==> config.mk <==
export PLATFORM = sky130hd
export DESIGN_NAME = pphy_bridge
export DESIGN_NICKNAME = d
export VERILOG_FILES = /design/src/rtl/pphy_pkg.sv /design/src/rtl/pphy_page_cache.sv /design/src/rtl/pphy_poll_ctr.sv /design/src/rtl/pphy_rd_asm.sv /design/src/rtl/pphy_bridge.sv
export SDC_FILE = /design/constraint.sdc
export NUM_CORES = 1
export LEC_CHECK = 0
export BUFFER_PORTS_ARGS = -buffer_cell sky130_fd_sc_hd__buf_2
export CORE_MARGIN = 2
export CORE_UTILIZATION = 35
export CTS_BUF_LIST = sky130_fd_sc_hd__clkbuf_4
export CTS_CLUSTER_DIAMETER = 80
export CTS_CLUSTER_SIZE = 10
export DETAILED_ROUTE_END_ITERATION = 7
export GPL_TIMING_DRIVEN = 0
export PLACE_DENSITY = 0.54
export SLEW_MARGIN = 20
export SYNTH_ARGS = -nofsm -noshare
export SYNTH_HDL_FRONTEND = slang
export SYNTH_HIERARCHICAL = 1
export SYNTH_SLANG_ARGS = --single-unit
==> constraint.sdc <==
create_clock -name clk -period 3.1 [get_ports clk]
set_input_delay 0.62 -clock clk [delete_from_list [all_inputs] [get_ports clk]]
set_output_delay 0.62 -clock clk [all_outputs]
set_load 0.02 [all_outputs]
==> src/rtl/pphy_pkg.sv <==
package pphy_pkg;
    localparam int PAGE_W = 8;
    localparam int REG_W  = 8;
    localparam int NREG   = 4;
    localparam int WORD_W = 16;
    localparam int DATA_W = NREG * WORD_W;
    localparam int IDX_W  = $clog2(NREG);
    localparam int LEN_W  = 4;

    localparam logic [4:0] A_PAGE  = 5'h10;
    localparam logic [4:0] A_CMD   = 5'h11;
    localparam logic [4:0] A_DATA0 = 5'h18;

    localparam logic [1:0] OP_WR = 2'd1;
    localparam logic [1:0] OP_RD = 2'd2;

    typedef enum logic [3:0] {
        ST_IDLE, ST_PAGE, ST_WDAT, ST_CMD,
        ST_PREQ, ST_PWAIT, ST_RREQ, ST_RWAIT, ST_DONE
    } state_t;

    typedef struct packed {
        logic              wr;
        logic [PAGE_W-1:0] page;
        logic [REG_W-1:0]  regoff;
        logic [LEN_W-1:0]  len;
        logic [DATA_W-1:0] wdata;
    } req_t;

    typedef struct packed {
        logic              wr;
        logic [4:0]        addr;
        logic [WORD_W-1:0] data;
    } frame_t;

    // number of 16-bit data registers an access length needs; 0 = illegal
    function automatic logic [IDX_W:0] regs_for_len(input logic [LEN_W-1:0] len);
        logic [IDX_W:0] n;
        case (len)
            4'd1, 4'd2: n = (IDX_W+1)'(1);
            4'd4:       n = (IDX_W+1)'(2);
            4'd6:       n = (IDX_W+1)'(3);
            4'd8:       n = (IDX_W+1)'(4);
            default:    n = '0;
        endcase
        return n;
    endfunction
endpackage

==> src/rtl/pphy_page_cache.sv <==
module pphy_page_cache #(
    parameter int PW = 8
) (
    input  logic          clk,
    input  logic          rst,
    input  logic          upd,
    input  logic [PW-1:0] upd_page,
    input  logic [PW-1:0] lookup,
    output logic          hit
);
    logic          vld_q;
    logic [PW-1:0] page_q;

    always_ff @(posedge clk) begin
        if (rst) begin
            vld_q  <= 1'b0;
            page_q <= '0;
        end else if (upd) begin
            vld_q  <= 1'b1;
            page_q <= upd_page;
        end
    end

    assign hit = vld_q && (page_q == lookup);

    // a completed page selection makes the next lookup of that page hit
    a_r2_cache_fill: assert property (@(posedge clk) disable iff (rst)
        upd |=> (vld_q && page_q == $past(upd_page)));
endmodule

==> src/rtl/pphy_poll_ctr.sv <==
module pphy_poll_ctr #(
    parameter int MAX = 100
) (
    input  logic clk,
    input  logic rst,
    input  logic clr,
    input  logic inc,
    output logic last
);
    localparam int CW = $clog2(MAX + 1);

    logic [CW-1:0] cnt_q;

    always_ff @(posedge clk) begin
        if (rst || clr) cnt_q <= '0;
        else if (inc)   cnt_q <= cnt_q + 1'b1;
    end

    assign last = (cnt_q == CW'(MAX - 1));

    // the sequencer never asks for a poll beyond the budget
    a_r6_poll_budget: assert property (@(posedge clk) disable iff (rst)
        inc |-> (cnt_q < CW'(MAX)));
endmodule

==> src/rtl/pphy_rd_asm.sv <==
module pphy_rd_asm #(
    parameter int NR = 4,
    parameter int WW = 16
) (
    input  logic                   clk,
    input  logic                   rst,
    input  logic                   clr,
    input  logic                   load,
    input  logic [$clog2(NR)-1:0]  idx,
    input  logic [WW-1:0]          word,
    input  logic                   one_byte,
    output logic [NR*WW-1:0]       data
);
    always_ff @(posedge clk) begin
        if (rst || clr) begin
            data <= '0;
        end else if (load) begin
            if (one_byte) data[idx*WW +: WW] <= {{(WW-8){1'b0}}, word[7:0]};
            else          data[idx*WW +: WW] <= word;
        end
    end

    // a single-byte result never carries bits above byte 0
    a_r8_low_byte_only: assert property (@(posedge clk) disable iff (rst)
        (one_byte && !clr && !load) |-> (data[NR*WW-1:8] == '0));
endmodule

==> src/rtl/pphy_bridge.sv <==
module pphy_bridge
    import pphy_pkg::*;
#(
    parameter logic [4:0] PHY_ADDR = 5'h1E,
    parameter int         MAX_POLL = 100
) (
    input  logic              clk,
    input  logic              rst,
    input  logic              req_valid,
    output logic              req_ready,
    input  logic              req_write,
    input  logic [PAGE_W-1:0] req_page,
    input  logic [REG_W-1:0]  req_reg,
    input  logic [LEN_W-1:0]  req_len,
    input  logic [DATA_W-1:0] req_wdata,
    output logic              rsp_valid,
    output logic              rsp_err,
    output logic [DATA_W-1:0] rsp_rdata,
    output logic              frm_valid,
    input  logic              frm_ready,
    output logic              frm_write,
    output logic [4:0]        frm_phy,
    output logic [4:0]        frm_addr,
    output logic [WORD_W-1:0] frm_wdata,
    input  logic              frm_rvalid,
    input  logic [WORD_W-1:0] frm_rdata
);
    state_t           st;
    req_t             rq;
    logic [IDX_W-1:0] idx;
    logic             err_q;
    frame_t           fr;

    logic             acc, fire, pg_hit, poll_last, busy_rsp;
    logic [IDX_W:0]   nreg_in, nreg_q;

    assign req_ready = (st == ST_IDLE);
    assign acc       = req_valid && req_ready;
    assign fire      = frm_valid && frm_ready;
    assign nreg_in   = regs_for_len(req_len);
    assign nreg_q    = regs_for_len(rq.len);
    assign busy_rsp  = (frm_rdata[1:0] != 2'b00);

    pphy_page_cache #(.PW(PAGE_W)) cache_i (
        .clk      (clk),
        .rst      (rst),
        .upd      (st == ST_PAGE && fire),
        .upd_page (rq.page),
        .lookup   (req_page),
        .hit      (pg_hit)
    );

    pphy_poll_ctr #(.MAX(MAX_POLL)) poll_i (
        .clk  (clk),
        .rst  (rst),
        .clr  (st == ST_CMD && fire),
        .inc  (st == ST_PWAIT && frm_rvalid && busy_rsp),
        .last (poll_last)
    );

    pphy_rd_asm #(.NR(NREG), .WW(WORD_W)) asm_i (
        .clk      (clk),
        .rst      (rst),
        .clr      (acc),
        .load     (st == ST_RWAIT && frm_rvalid),
        .idx      (idx),
        .word     (frm_rdata),
        .one_byte (rq.len == LEN_W'(1)),
        .data     (rsp_rdata)
    );

    // sequencer
    always_ff @(posedge clk) begin
        if (rst) begin
            st    <= ST_IDLE;
            rq    <= '0;
            idx   <= '0;
            err_q <= 1'b0;
        end else begin
            case (st)
                ST_IDLE: if (acc) begin
                    rq    <= '{wr: req_write, page: req_page, regoff: req_reg,
                               len: req_len, wdata: req_wdata};
                    idx   <= IDX_W'(nreg_in - 1'b1);
                    err_q <= 1'b0;
                    if (nreg_in == '0) begin
                        err_q <= 1'b1;
                        st    <= ST_DONE;
                    end else if (!pg_hit) begin
                        st <= ST_PAGE;
                    end else begin
                        st <= req_write ? ST_WDAT : ST_CMD;
                    end
                end
                ST_PAGE: if (fire) st <= rq.wr ? ST_WDAT : ST_CMD;
                ST_WDAT: if (fire) begin
                    if (idx == '0) st <= ST_CMD;
                    else           idx <= idx - 1'b1;
                end
                ST_CMD:  if (fire) st <= ST_PREQ;
                ST_PREQ: if (fire) st <= ST_PWAIT;
                ST_PWAIT: if (frm_rvalid) begin
                    if (!busy_rsp) begin
                        if (rq.wr) begin
                            st <= ST_DONE;
                        end else begin
                            idx <= IDX_W'(nreg_q - 1'b1);
                            st  <= ST_RREQ;
                        end
                    end else if (poll_last) begin
                        err_q <= 1'b1;
                        st    <= ST_DONE;
                    end else begin
                        st <= ST_PREQ;
                    end
                end
                ST_RREQ: if (fire) st <= ST_RWAIT;
                ST_RWAIT: if (frm_rvalid) begin
                    if (idx == '0) st <= ST_DONE;
                    else begin
                        idx <= idx - 1'b1;
                        st  <= ST_RREQ;
                    end
                end
                ST_DONE: st <= ST_IDLE;
                default: st <= ST_IDLE;
            endcase
        end
    end

    // frame formation
    always_comb begin
        fr = '0;
        case (st)
            ST_PAGE: begin
                fr.wr   = 1'b1;
                fr.addr = A_PAGE;
                fr.data = {rq.page, 7'b0, 1'b1};
            end
            ST_WDAT: begin
                fr.wr   = 1'b1;
                fr.addr = A_DATA0 + 5'(idx);
                if (rq.len == LEN_W'(1)) fr.data = {8'h00, rq.wdata[7:0]};
                else                     fr.data = rq.wdata[idx*WORD_W +: WORD_W];
            end
            ST_CMD: begin
                fr.wr   = 1'b1;
                fr.addr = A_CMD;
                fr.data = {rq.regoff, 6'b0, (rq.wr ? OP_WR : OP_RD)};
            end
            ST_PREQ: begin
                fr.wr   = 1'b0;
                fr.addr = A_CMD;
            end
            ST_RREQ: begin
                fr.wr   = 1'b0;
                fr.addr = A_DATA0 + 5'(idx);
            end
            default: fr = '0;
        endcase
    end

    assign frm_valid = (st == ST_PAGE) || (st == ST_WDAT) || (st == ST_CMD) ||
                       (st == ST_PREQ) || (st == ST_RREQ);
    assign frm_write = fr.wr;
    assign frm_addr  = fr.addr;
    assign frm_wdata = fr.data;
    assign frm_phy   = PHY_ADDR;

    assign rsp_valid = (st == ST_DONE);
    assign rsp_err   = err_q;

    // a stalled frame is held unchanged
    a_r10_frame_hold: assert property (@(posedge clk) disable iff (rst)
        (frm_valid && !frm_ready) |=>
            (frm_valid && $stable(frm_write) && $stable(frm_addr) && $stable(frm_wdata)));

    // no frame is offered while a new request can be taken
    a_r10_idle_quiet: assert property (@(posedge clk) disable iff (rst)
        req_ready |-> !frm_valid);

    // the command write is followed directly by a status poll
    a_r5_poll_follows: assert property (@(posedge clk) disable iff (rst)
        (fire && frm_write && frm_addr == A_CMD) |=>
            (frm_valid && !frm_write && frm_addr == A_CMD));

    // an illegal length ends in an error response with no frame
    a_r9_bad_len: assert property (@(posedge clk) disable iff (rst)
        (acc && nreg_in == '0) |=> (rsp_valid && rsp_err && !frm_valid));

    // the response is a single-cycle pulse
    a_r11_one_pulse: assert property (@(posedge clk) disable iff (rst)
        rsp_valid |=> !rsp_valid);
endmodule

=== Word-level counts from Yosys, hierarchy flattened ===
Index checks and enable logic that the tools add are counted.

* Add/subtract/negate cells: 6
* Equal/unequal tests: 33
* Shifts and indexed selects: 4
* Mux-type cells: 41
* Reductions and logical operators: 26

{| class="wikitable"
|+ Operators with widths
! operator !! number
|-
| 64-bit bitwise mux || 2
|-
| 16-bit by 34-bit variable part select with 64-bit output || 2
|-
| 64-bit 2-to-1 mux || 1
|-
| 16-bit by 34-bit variable shift with 64-bit output, first input constant || 1
|-
| 64-bit by 7-bit variable part select with 16-bit output || 1
|-
| 4-bit 2-to-1 mux || 14
|-
| 16-bit case mux with 3 select lines || 1
|-
| 6-bit negation with 34-bit output || 1
|-
| 4-bit by 3-bit == test with 1-bit output, second input constant || 8
|-
| 4-bit case mux with 8 select lines || 1
|-
| 6-bit case mux with 5 select lines || 1
|-
| 2-bit inequality test, second input constant || 11
|-
| 2-bit 2-to-1 mux || 9
|-
| 4-bit by 2-bit == test with 1-bit output, second input constant || 4
|-
| 16-bit 2-to-1 mux || 1
|-
| 2-bit case mux with 4 select lines || 2
|-
| 4-bit by 1-bit == test with 1-bit output, second input constant || 3
|-
| 4-bit == test, second input constant || 3
|-
| 3-bit case mux with 4 select lines || 1
|-
| 9-bit AND reduction || 1
|-
| 8-bit == test || 1
|-
| 1-bit logical AND || 8
|-
| 7-bit by 1-bit adder with 7-bit output, second input constant || 1
|-
| 7-bit == test, second input constant || 1
|-
| other kinds (15) || 31
|}

* Bits in registers: 172
* Output and inout port bits: 95

=== Longest topological paths before layout ===
* Word-level depth: 8
* Mapped depth: 9
* Depth with buffers taken out: 6

=== Cells and area by module ===
The synthesis kept the hierarchy.

{| class="wikitable"
|+ By module, submodules not included
! module !! times used !! cells an instance !! area an instance (um^2) !! sequential area each (um^2)
|-
| pphy_bridge || 1 || 576 || 4489.3 || 1841.8
|-
| pphy_rd_asm || 1 || 239 || 2401.1 || 1281.2
|-
| pphy_page_cache || 1 || 41 || 407.9 || 180.2
|-
| pphy_poll_ctr || 1 || 34 || 314.1 || 140.1
|}

=== Least setup slack after synthesis ===
Ideal clock, no wire load.

* Path kind: register to output
* Start point: reg idx[0]
* End point: out frm_wdata[2]
* Arrival time: 1781 ps
* Data required time: 2480 ps
* Slack: 699 ps
* Stages on the path, launching flop included: 6
* Path buffers: 1
* Path through: dfxtp_1 > nor2_1 > nor2_1 > clkbuf_1 > nor2_1 > a211oi_1

* Cells in the longest elaborated chain, start to end: 3

{| class="wikitable"
|+ Ends and longest elaborated chain
! what !! RTL line !! text
|-
| start: declaration || pphy_bridge.sv:30 || <nowiki>logic [IDX_W-1:0] idx;</nowiki>
|-
| start signal: assignment || pphy_bridge.sv:84 || <nowiki>idx <= IDX_W'(nreg_in - 1'b1);</nowiki>
|-
| start signal: assignment || pphy_bridge.sv:98 || <nowiki>else idx <= idx - 1'b1;</nowiki>
|-
| start signal: assignment || pphy_bridge.sv:107 || <nowiki>idx <= IDX_W'(nreg_q - 1'b1);</nowiki>
|-
| 64-bit by 7-bit variable part select with 16-bit output || pphy_bridge.sv:144 || <nowiki>else fr.data = rq.wdata[idx*WORD_W +: WORD_W];</nowiki>
|-
| 16-bit 2-to-1 mux || pphy_bridge.sv:143 || <nowiki>if (rq.len == LEN_W'(1)) fr.data = {8'h00, rq.wdata[7:0]};</nowiki>
|-
| 16-bit case mux with 3 select lines || pphy_bridge.sv:134 || <nowiki>case (st)</nowiki>
|-
| end: declaration || pphy_bridge.sv:24 || <nowiki>output logic [WORD_W-1:0] frm_wdata,</nowiki>
|}

No other way between the ends.

=== Final worst setup path ===
* Start point: reg st[2]
* End point: out frm_wdata[10]

* Cells in the longest elaborated chain, start to end: 2
* Elaborated cells between the ends (all ways): 4
* Those cells by class: eq/ne: 3; mux: 1

{| class="wikitable"
|+ Ends and longest elaborated chain
! what !! RTL line !! text
|-
| start: declaration || pphy_bridge.sv:28 || <nowiki>state_t st;</nowiki>
|-
| start signal: assignment || pphy_bridge.sv:92 || <nowiki>st <= req_write ? ST_WDAT : ST_CMD;</nowiki>
|-
| start signal: assignment || pphy_bridge.sv:95 || <nowiki>ST_PAGE: if (fire) st <= rq.wr ? ST_WDAT : ST_CMD;</nowiki>
|-
| 4-bit by 2-bit == test with 1-bit output / 4-bit by 1-bit == test with 1-bit output (equally long branches) || pphy_bridge.sv:134 ||
|-
| 16-bit case mux with 3 select lines * || pphy_bridge.sv:134 ||
|}

Mark *: on every way between the ends. The rest lies on a longest branch, timed or not.

==> results by group <==
Floorplanning
  • Die Area: 0.0229 sq mm
  • Die Span Y: 151 microns
  • Core area: 0.0212 sq mm
  • Die W: 151 microns
  • Starting density of the core: 0.360
  • # rows: 53
  • Num ports: 201

Logic synthesis
  • Synth Flop Type: dfxtp_1
  • Post-synth ARST share: 0
  • Netlist Area Pre-Place: 0.00761 sq mm
  • EDFF count, synth: 0
  • Register area share after synthesis: 0.452
  • Synth Register Bits: 172
  • Ys Warns: 6
  • Synth Area per Inst: 8.55 sq um
  • Syn Inst Count: 890
  • Unique masters post-synth: 68

Min path
  • Hold path endpoint: rq[72]
  • Hold Path Class: in2reg
  • Worst hold start: req_reg[4]
  • Hold Path Cell Cnt: 3

STA
  • Fin. max-slew vios: 0
  • Tcrit/Tclk final: 0.967
  • Achievable clock frequency: 334 MHz
  • Setup_tns: 0 ns
  • Clock skew: 0.0331 ns
  • Final hold viol count: 0
  • RSZ-0062 raised after global routing: false
  • Worst Tran Pin Value: 0.744 ns
  • Setup Viol. Count Final: 0
  • Fin crit period: 3.00 ns
  • Max-slew headroom: 0.503

Global routing
  • First-pass GRT wire length: 37.3 mm
  • Vias in the first global route: 6629
  • GRT overflow: 0
  • Total global-route track usage: 0.214
  • Antenna violations before repair: 1
  • Pin count of the biggest net entering global routing: 19

Critical path
  • Type of origin of the critical path: flip-flop
  • Delay-heaviest family, CP: simple AND/OR/NAND/NOR gates
  • Critical Path Fanout Max: 8
  • CP dominant cell by count: buf_2
  • Worst Reg2Reg Path Length in Cells: 8
  • Max stage delay on crit path: 0.58 ns
  • RR Endpoint: asm_i/data[41]
  • WS Path Type: reg2out
  • CP max stage cell: or4b_4
  • Critical Path End Type: output port
  • Req. time, crit path: 2.48 ns
  • Buf/Inv on CP: 2
  • R2R Setup Slk: 0.48 ns
  • Worst R2R Start: st[1]
  • Crit path DAT: 2.38 ns
  • Crit-path cells: or4b_4 -> or2_1 -> buf_2 -> o22ai_1 -> buf_2

Clock network
  • CTS tree: done
  • Clk_lat worst skew: 0.58 ns
  • TritonCTS Buffers: 17
  • Number of H-tree levels: 4
  • Clk root buf: clkbuf_4
  • Clk pin slew, worst setup/hold paths: 0.16 ns
  • Clock Sink Count: 172
  • CTS Buffer Depth: 2

Routing
  • Drt total wl: 24.7 mm
  • DRC viols: 0
  • Avg WL per Cell: 17.7 microns
  • Vias per cell: 5.12
  • Detail Route Antenna Nets: 0
  • DRT iter0 DRCs: 349
  • Drt pass-1 iters: 6
  • Via count: 7142

Finish
  • Fin nets: 1218
  • Commonest non-fill, non-tap cells in the layout: buf_2 (216), nand2_1 (190), dfxtp_1 (169), a21oi_1 (102), nor2_1 (80)
  • Most common cell after layout, fill and taps aside: buf_2
  • Area growth from synthesis to layout: 21.9%
  • Share of cells above drive strength 1: 0.275

Pwr
  • P per Cell Area: 555 mW/mm^2
  • P_leak: 3.85 nW
  • Peak supply drop: 316 uV
  • Total power: 0.00514 W

Place
  • RD Place Congestion: 0.887
  • Dpl hpwl: 18.2 mm
  • Port Buffer Count: 194

Outcome
  • Outcome: complete, no violations

Flow run
  • Max Cap Viol: 0
-- report_power, final --
part | internal (W) | switching [W] | leakage, nW
combinational | 0.000456 | 0.000842 | 2.29
clock | 0.000448 | 0.000928 | 0.162
sequential | 0.00236 | 0.000112 | 1.40
-- how the worst max path moves through the flow --
| stage | start | endpoint | slack (ns) | depth (start not counted) |
|---|---|---|---|---|
| global route | st[2] | frm_wdata[15] | 0.002 | 5 |
| finish | st[2] | frm_wdata[10] | 0.10 | 5 |
| CTS | st[2] | frm_wdata[10] | 0.03 | 5 |
| global placement | rq[65] | frm_wdata[7] | 0.28 | 5 |
| floorplan | idx[0] | frm_wdata[2] | 0.70 | 5 |
| detailed placement | rq[65] | frm_wdata[7] | 0.29 | 5 |
-- cell families after synthesis --
kind of cell | share of synthesized area
flip-flops | 0.452
buffers and inverters | 0.0641
AND/OR/NAND/NOR | 0.210
multiplexers | 0.0500
adder cells (fa/ha/maj) | 0.0115
other | 0.000987
AO/OA/AOI/OAI | 0.194
XOR/XNOR | 0.0173
-- worst register-to-register path, cell delays in order (launching register included) --
cell and delay, ns:
dfxtp_2 0.40, nor4_4 0.48, nand2_2 0.20, inv_2 0.15, buf_2 0.34, or2_1 0.20, buf_2 0.24, clkbuf_1 0.41
nor2_1 0.11
-- layout make-up --
cell class / count / area [sq um]
Clock buffer: 17 / 128
Antenna cell: 1 / 2.50
Buffer: 72 / 405
Inverter: 21 / 78.8
Clock inverter: 15 / 179
Multi-Input combinational cell: 626 / 3710
Timing Repair Buffer: 195 / 978
Sequential cell: 172 / 3450
Tap cell: 275 / 344
Fill cell: 2194 / 11900
-- stage by stage --
step                cells  hold WS, ns  cell area, sq um   util  setup WS [ns]
floorplan             894        0.432              7630      -          0.699
global placement     1363        0.441              8940  0.423          0.277
detailed placement   1363        0.445              8940  0.423          0.288
CTS                  1395        0.218              9270  0.438         0.0325
global route         1394        0.204              9280  0.439        0.00237
finish               1394        0.264              9280  0.439          0.102
-- repair_timing --
action | CTS | global route
endpoints found under the setup margin | 16 | 16
setup buffers | 1 | 0
resized for setup | 7 | 5
pin swaps | 1 | 0
hold buffers | 0 | 0
-- synth_stat cells, drive strengths merged (3+ instances only) --
| cell type | n | area share |
|---|---|---|
| xor2 | 4 | 0.0046 |
| nand3 | 9 | 0.0059 |
| a221o | 3 | 0.0039 |
| nor2b | 15 | 0.012 |
| inv | 21 | 0.010 |
| clkbuf | 29 | 0.014 |
| a32oi | 48 | 0.055 |
| mux2i | 20 | 0.026 |
| buf | 46 | 0.039 |
| o21ai | 11 | 0.0072 |
| or3b | 3 | 0.0035 |
| dfxtp | 172 | 0.45 |
| nand2 | 191 | 0.095 |
| a211oi | 10 | 0.011 |
| nand2b | 3 | 0.0025 |
| nor2 | 82 | 0.041 |
| o22ai | 9 | 0.0074 |
| xnor2 | 11 | 0.013 |
| ha | 7 | 0.012 |
| or2 | 3 | 0.0025 |
| or3 | 4 | 0.0033 |
| a221oi | 9 | 0.010 |
| a311oi | 4 | 0.0054 |
| nand4 | 3 | 0.0025 |
| nor3b | 3 | 0.0030 |
| and2 | 5 | 0.0041 |
| nor3 | 9 | 0.0066 |
| and3 | 5 | 0.0041 |
| and4b | 3 | 0.0039 |
| a32o | 8 | 0.012 |
| mux4 | 8 | 0.024 |
| a21oi | 102 | 0.067 |
-- routing by layer --
| layer | wire length [microns] | vias to the layer above | track usage |
|---|---|---|---|
| li1 | - | 3564 | - |
| met1 | 11400 | 3322 | 0.296 |
| met2 | 11300 | 244 | 0.345 |
| met3 | 1840 | 12 | 0.0488 |
| met4 | 179 | 0 | 0.0383 |
| met5 | 0 | - | 0 |
No activity file was read; power rests on OpenSTA's default activity.
